--- src/rtl/ahb_reg_bridge_pkg.sv ---
package ahb_reg_bridge_pkg;

  typedef enum logic [1:0] {
    ST_IDLE     = 2'd0,
    ST_ACCESS   = 2'd1,
    ST_ERR_HOLD = 2'd2,
    ST_ERR_DONE = 2'd3
  } bridgeState_t;

  // strobes from control to datapath
  typedef struct packed {
    logic capture;
    logic wrStrobe;
    logic rdStrobe;
  } dpCtrl_t;

  localparam logic [1:0] TRANS_IDLE   = 2'b00;
  localparam logic [1:0] TRANS_BUSY   = 2'b01;
  localparam logic [1:0] TRANS_NONSEQ = 2'b10;
  localparam logic [1:0] TRANS_SEQ    = 2'b11;

endpackage

--- src/rtl/ahb_reg_bridge_dp.sv ---
module ahb_reg_bridge_dp
  import ahb_reg_bridge_pkg::*;
#(
  parameter int ADDR_W = 16,
  parameter int DATA_W = 32,
  localparam int LANES  = DATA_W / 8,
  localparam int LANE_W = $clog2(LANES)
) (
  input  logic              clk,
  input  logic              rstN,
  input  dpCtrl_t           ctrl,
  input  logic [ADDR_W-1:0] hAddr,
  input  logic [2:0]        hSize,
  input  logic              hWrite,
  input  logic [DATA_W-1:0] hWdata,
  input  logic [DATA_W-1:0] regRdata,
  output logic              accessBad,
  output logic              capWrite,
  output logic [ADDR_W-1:0] regAddr,
  output logic [LANES-1:0]  regByteEn,
  output logic [DATA_W-1:0] regWdata,
  output logic              regWrEn,
  output logic              regRdEn,
  output logic [DATA_W-1:0] hRdata
);

  logic [LANE_W-1:0] addrLow;
  logic [LANE_W-1:0] sizeMask;
  logic              sizeTooBig;
  logic              misaligned;
  logic [LANES-1:0]  byteEnNext;

  logic [ADDR_W-1:0] addrQ;
  logic              writeQ;
  logic [LANES-1:0]  byteEnQ;

  assign addrLow = hAddr[LANE_W-1:0];

  // mask of address bits that must be zero for the requested size
  always_comb begin
    for (int i = 0; i < LANE_W; i++) begin
      sizeMask[i] = (32'(hSize) > i);
    end
  end

  assign sizeTooBig = (32'(hSize) > LANE_W);
  assign misaligned = |(addrLow & sizeMask);
  assign accessBad  = sizeTooBig || misaligned;

  // a lane is enabled when it falls in the same size-aligned block as the address
  for (genvar k = 0; k < LANES; k++) begin : g_lane
    assign byteEnNext[k] = ~|((LANE_W'(k) ^ addrLow) & ~sizeMask);
  end

  always_ff @(posedge clk or negedge rstN) begin
    if (!rstN) begin
      addrQ   <= '0;
      writeQ  <= 1'b0;
      byteEnQ <= '0;
    end else if (ctrl.capture) begin
      addrQ   <= hAddr;
      writeQ  <= hWrite;
      byteEnQ <= byteEnNext;
    end
  end

  assign capWrite  = writeQ;
  assign regAddr   = addrQ;
  assign regWrEn   = ctrl.wrStrobe;
  assign regRdEn   = ctrl.rdStrobe;
  assign regByteEn = (ctrl.wrStrobe || ctrl.rdStrobe) ? byteEnQ : '0;
  assign regWdata  = hWdata;
  assign hRdata    = ctrl.rdStrobe ? regRdata : '0;


  strobeLanes_chk: assert property (@(posedge clk) disable iff (!rstN)
    (regWrEn || regRdEn) |-> (regByteEn != '0));


  oneStrobe_chk: assert property (@(posedge clk) disable iff (!rstN)
    !(regWrEn && regRdEn));

endmodule

--- src/rtl/ahb_reg_bridge_ctrl.sv ---
module ahb_reg_bridge_ctrl
  import ahb_reg_bridge_pkg::*;
(
  input  logic       clk,
  input  logic       rstN,
  input  logic       hSel,
  input  logic [1:0] hTrans,
  input  logic       hReady,
  input  logic       accessBad,
  input  logic       capWrite,
  input  logic       regReady,
  input  logic       regError,
  output dpCtrl_t    dpCtrl,
  output logic       hReadyOut,
  output logic       hResp
);

  bridgeState_t state, stateNext;
  logic xferValid;
  logic addrPhase;
  logic accept;

  assign xferValid = hSel && (hTrans == TRANS_NONSEQ || hTrans == TRANS_SEQ);

  always_comb begin
    case (state)
      ST_ACCESS:   hReadyOut = regReady && !regError;
      ST_ERR_HOLD: hReadyOut = 1'b0;
      default:     hReadyOut = 1'b1;
    endcase
  end

  assign hResp     = (state == ST_ERR_HOLD) || (state == ST_ERR_DONE);
  assign addrPhase = hReadyOut && hReady;
  assign accept    = addrPhase && xferValid;

  always_comb begin
    stateNext = state;
    if (addrPhase) begin
      if (accept) stateNext = accessBad ? ST_ERR_HOLD : ST_ACCESS;
      else        stateNext = ST_IDLE;
    end else begin
      case (state)
        ST_ACCESS:   if (regReady && regError) stateNext = ST_ERR_HOLD;
        ST_ERR_HOLD: stateNext = ST_ERR_DONE;
        default:     stateNext = state;
      endcase
    end
  end

  always_ff @(posedge clk or negedge rstN) begin
    if (!rstN) state <= ST_IDLE;
    else       state <= stateNext;
  end

  assign dpCtrl.capture  = accept && !accessBad;
  assign dpCtrl.wrStrobe = (state == ST_ACCESS) && capWrite;
  assign dpCtrl.rdStrobe = (state == ST_ACCESS) && !capWrite;


  errSecond_chk: assert property (@(posedge clk) disable iff (!rstN)
    (hResp && !hReadyOut) |=> (hResp && hReadyOut));


  regErrTurn_chk: assert property (@(posedge clk) disable iff (!rstN)
    ((dpCtrl.wrStrobe || dpCtrl.rdStrobe) && regReady && regError)
      |=> (hResp && !hReadyOut));


  badAccess_chk: assert property (@(posedge clk) disable iff (!rstN)
    (accept && accessBad)
      |=> (hResp && !hReadyOut && !dpCtrl.wrStrobe && !dpCtrl.rdStrobe));


  idleOkay_chk: assert property (@(posedge clk) disable iff (!rstN)
    (!dpCtrl.wrStrobe && !dpCtrl.rdStrobe && !hResp) |-> hReadyOut);

endmodule

--- src/rtl/ahb_reg_bridge.sv ---
module ahb_reg_bridge
  import ahb_reg_bridge_pkg::*;
#(
  parameter int ADDR_W = 16,
  parameter int DATA_W = 32,
  localparam int LANES = DATA_W / 8
) (
  input  logic              clk,
  input  logic              rstN,
  input  logic              hSel,
  input  logic [ADDR_W-1:0] hAddr,
  input  logic [1:0]        hTrans,
  input  logic              hWrite,
  input  logic [2:0]        hSize,
  input  logic [2:0]        hBurst,
  input  logic [3:0]        hProt,
  input  logic              hMastLock,
  input  logic              hReady,
  input  logic [DATA_W-1:0] hWdata,
  output logic [DATA_W-1:0] hRdata,
  output logic              hReadyOut,
  output logic              hResp,
  output logic [ADDR_W-1:0] regAddr,
  output logic              regWrEn,
  output logic              regRdEn,
  output logic [DATA_W-1:0] regWdata,
  output logic [LANES-1:0]  regByteEn,
  input  logic [DATA_W-1:0] regRdata,
  input  logic              regReady,
  input  logic              regError
);

  dpCtrl_t dpCtrl;
  logic    accessBad;
  logic    capWrite;
  logic    unusedBusAttr;

  assign unusedBusAttr = ^{hBurst, hProt, hMastLock};

  ahb_reg_bridge_ctrl u_ctrl (
    .clk       (clk),
    .rstN      (rstN),
    .hSel      (hSel),
    .hTrans    (hTrans),
    .hReady    (hReady),
    .accessBad (accessBad),
    .capWrite  (capWrite),
    .regReady  (regReady),
    .regError  (regError),
    .dpCtrl    (dpCtrl),
    .hReadyOut (hReadyOut),
    .hResp     (hResp)
  );

  ahb_reg_bridge_dp #(
    .ADDR_W (ADDR_W),
    .DATA_W (DATA_W)
  ) u_dp (
    .clk       (clk),
    .rstN      (rstN),
    .ctrl      (dpCtrl),
    .hAddr     (hAddr),
    .hSize     (hSize),
    .hWrite    (hWrite),
    .hWdata    (hWdata),
    .regRdata  (regRdata),
    .accessBad (accessBad),
    .capWrite  (capWrite),
    .regAddr   (regAddr),
    .regByteEn (regByteEn),
    .regWdata  (regWdata),
    .regWrEn   (regWrEn),
    .regRdEn   (regRdEn),
    .hRdata    (hRdata)
  );


  stallHold_chk: assert property (@(posedge clk) disable iff (!rstN)
    ((regWrEn || regRdEn) && !regReady)
      |=> ($stable(regAddr) && (regWrEn || regRdEn)));

endmodule

--- config.mk ---
export PLATFORM = sky130hd
export DESIGN_NAME = ahb_reg_bridge
export DESIGN_NICKNAME = d
export VERILOG_FILES = /design/src/rtl/ahb_reg_bridge_pkg.sv /design/src/rtl/ahb_reg_bridge_dp.sv /design/src/rtl/ahb_reg_bridge_ctrl.sv /design/src/rtl/ahb_reg_bridge.sv
export SDC_FILE = /design/constraint.sdc
export NUM_CORES = 1
export LEC_CHECK = 0
export ABC_AREA = 1
export CAP_MARGIN = 20
export CORE_MARGIN = 5
export CORE_UTILIZATION = 25
export CTS_CLUSTER_DIAMETER = 80
export DETAILED_ROUTE_END_ITERATION = 6
export PLACE_DENSITY = 0.74
export SETUP_SLACK_MARGIN = 0.05
export SLEW_MARGIN = 15
export SYNTH_ARGS = -nofsm -noshare
export SYNTH_HDL_FRONTEND = slang
export SYNTH_HIERARCHICAL = 1
export SYNTH_SLANG_ARGS = --single-unit
--- constraint.sdc ---
create_clock -name clk -period 1.4 [get_ports clk]
set_input_delay 0.28 -clock clk [delete_from_list [all_inputs] [get_ports clk]]
set_output_delay 0.28 -clock clk [all_outputs]
set_load 0.03 [all_outputs]
==> flow_metrics.env <==
export IMPL_grt_max_degree=34
export IMPL_met2_usage_pct=26.0
export IMPL_tritoncts="yes"
export IMPL_setup_viol=61
export IMPL_antenna_cells=0
export IMPL_hold_violations=0
export IMPL_maxCapViolCount=0
export IMPL_syn_area_um2=1650
export IMPL_num_vias=1784
export IMPL_root_buffer="clkbuf_8"
export IMPL_port_buffers=114
export IMPL_period_share_pct=123
export IMPL_nets=452
export IMPL_die_w_um=91.2
export IMPL_htreeDepth=1
export IMPL_ant_nets=0
export IMPL_drv_slew=0
export IMPL_numCtsBuffers=3
export IMPL_cts_hold_buf=0
export IMPL_pre_cts_slack_ns=-0.437
export IMPL_yosys_register_bits=23
export IMPL_start_kind="flip-flop"
export IMPL_place_gp_congestion=0.824
export IMPL_synth_nets=342
export IMPL_routed_wl_um=5970
export IMPL_fmaxAchievable_mhz=579
export IMPL_status="finished, violations left"
export IMPL_min_period_ns=1.73
export IMPL_path_cells="inv_2 > nor2_4 > inv_2 > nor2_4 > buf_6 > nor2_4 > nor2_4 > buf_12"
export IMPL_rsz0062_at_grt="yes"
export IMPL_gr_total_overflow=0
export IMPL_synthesis_area_per_instance_um2=6.81
export IMPL_track_usage_pct=13.6
export IMPL_leakagePower_nw=1.72
export IMPL_die_area_um2=8310
export IMPL_cts_clk_slew_worst_paths_ns=0.08
export IMPL_drt_pre_antenna_iters=4
export IMPL_power_density_nw_per_um2=1880
export IMPL_antenna_found_initial=0
export IMPL_synth_cells=242
export IMPL_num_rows=29
export IMPL_critPathBufInv=4
export IMPL_cp_slowest_cell="dfrtp_1"
export IMPL_crit_family="buffers and inverters"
export IMPL_rr_startpoint="u_ctrl/state[0]"
export IMPL_cp_common_cell="nor2_4"
export IMPL_fin_worst_skew_ns=0.00486
export IMPL_grtUsageMet3_pct=5.62
export IMPL_grt_pass1_vias=1808
export IMPL_setup_ws_ns=-0.327
export IMPL_worst_ep_arrival_time_ns=1.45
export IMPL_timing_rr_end="u_ctrl/state[1]"
export IMPL_die_h_um=91.2
export IMPL_final_layout_size_suffix_gt1_share_pct=49.0
export IMPL_yosysWarnings=6
export IMPL_clkSinkCount=23
export IMPL_endpoint_kind="output port"
export IMPL_insertion_delay_ns=0.26
export IMPL_finalPower_mw=5.95
export IMPL_seq_area_frac_synth_pct=34.9
export IMPL_final_common_cell="nand2_1"
export IMPL_core_um2=6390
export IMPL_cts_buffer_depth=2
export IMPL_violations="setup timing"
export IMPL_ff2ff_setup_slack_ns=-0.20
export IMPL_hp_class="primary input to asynchronous set/reset pin"
export IMPL_ios=188
export IMPL_area_growth_syn_to_layout_pct=92.2
export IMPL_grt_pass1_wl_um=9340
export IMPL_path_max_fanout=4
export IMPL_use_met1_pct=13.5
export IMPL_peakVddDrop_v=0.00105
export IMPL_ys_types=22
export IMPL_drc=0
export IMPL_dp_hpwl_um=4920
export IMPL_grt_busiest_layer="met2"
export IMPL_drt_initial_drc_count=17
export IMPL_start_util_pct=25.8
export IMPL_worst_pin_slew_ns=0.317
export IMPL_rr_worst_depth=12
export IMPL_layout_common_cells="nand2_1, clkdlybuf4s50_1, buf_6"
export IMPL_crit_type="flip-flop to output port"
export IMPL_crit_required_ns=1.12
export IMPL_wl_per_cell_um=13.9
export IMPL_slowest_delay_ns=0.39
export IMPL_slew_headroom_pct=78.9
export IMPL_avgViaCountPerCell=4.17
logic make-up after synthesis:
kind of cell,after synthesis,share of synthesized area [%]
AO/OA/AOI/OAI,4,1.75
flip-flops,23,34.9
AND/OR/NAND/NOR,128,33.4
buffers and inverters,87,29.9
power breakdown:
group	switching [mW]	internal, mW	total [mW]
clock	0.198	0.198	0.396
combinational	2.43	1.89	4.32
sequential	0.251	0.986	1.24
total	2.88	3.08	5.95
per-stage QoR:
stage	TNS [ns]	instance area (µm²)	cells	utilization (%)	hold WS, ns
6_report	-14.66	3170	428	49.6	0.364
5_1_grt	-21.04	3170	428	49.6	0.388
3_5_place_dp	-10.84	2800	417	43.9	0.459
2_1_floorplan	-0.655	1710	242	-	-0.0156
3_3_place_gp	-9.15	2800	417	43.9	0.460
4_1_cts	-13.50	3120	427	48.8	0.368
timing repair:
action / 4_1_cts / 5_1_grt
gates resized for setup: 79 / 41
endpoints found under the setup margin: 77 / 73
pin swaps: 8 / 8
buffers inserted: 7 / 4
flip-flops by register name (all words and copies together) (netlist names):
name	cells
u_ctrl/state	2
u_dp/capWrite	1
u_dp/byteEnQ	4
u_dp/regAddr	16
final cells by class:
| class | instances | area [µm²] |
|---|---|---|
| repair buffers | 148 | 1520 |
| fillers | 601 | 3220 |
| inverters | 44 | 168 |
| clock inverters | 1 | 5.00 |
| flip-flops and latches | 23 | 576 |
| well taps | 77 | 96.3 |
| clock buffers | 3 | 41.3 |
| multi-input cells | 132 | 762 |
worst reg2reg max path: cells and delay by family (launching register included):
kind	cells	cell delay, ns
flops	1	0.39
buf+inv	7	0.74
simple gates	4	0.22
compound gates	1	0.15
Yosys cell counts:
cell,number,share of area (%)
nor3_1,2,0.61
nand4_1,1,0.38
inv_1,41,9.3
buf_6,1,0.68
nor2_2,1,0.38
nand3b_1,1,0.46
dfrtp_1,23,35
nand2_1,92,21
nor2_1,8,1.8
buf_2,3,0.91
nand3_2,1,0.61
a31oi_1,1,0.38
buf_4,37,17
o21ai_2,1,0.53
buf_12,1,1.2
nor2_4,1,0.68
o21ai_0,1,0.30
nand2_2,15,5.7
a21oi_2,1,0.53
nand3_1,6,1.8
inv_2,3,0.68
clkbuf_1,1,0.23
how the worst max path moves through the flow:
stage,endpoint,cells after the start,slack [ns],startpoint
3_5_place_dp,u_dp/byteEnQ[0],11,-0.44,hSize[1]
4_1_cts,regByteEn[3],7,-0.34,u_ctrl/state[0]
6_report,regByteEn[3],8,-0.33,u_ctrl/state[0]
3_3_place_gp,u_dp/byteEnQ[2],11,-0.35,hSize[2]
5_1_grt,hRdata[20],8,-0.43,u_ctrl/state[0]
2_1_floorplan,hRdata[0],8,-0.02,u_ctrl/state[0]
routing by layer:
layer / wire [µm] / up-vias
met2: 3180 / 134
met1: 1980 / 766
met4: 56 / 0
met3: 750 / 4
met5: 0 / -
li1: - / 880
Note: power is estimated with default switching activity, not from simulation.
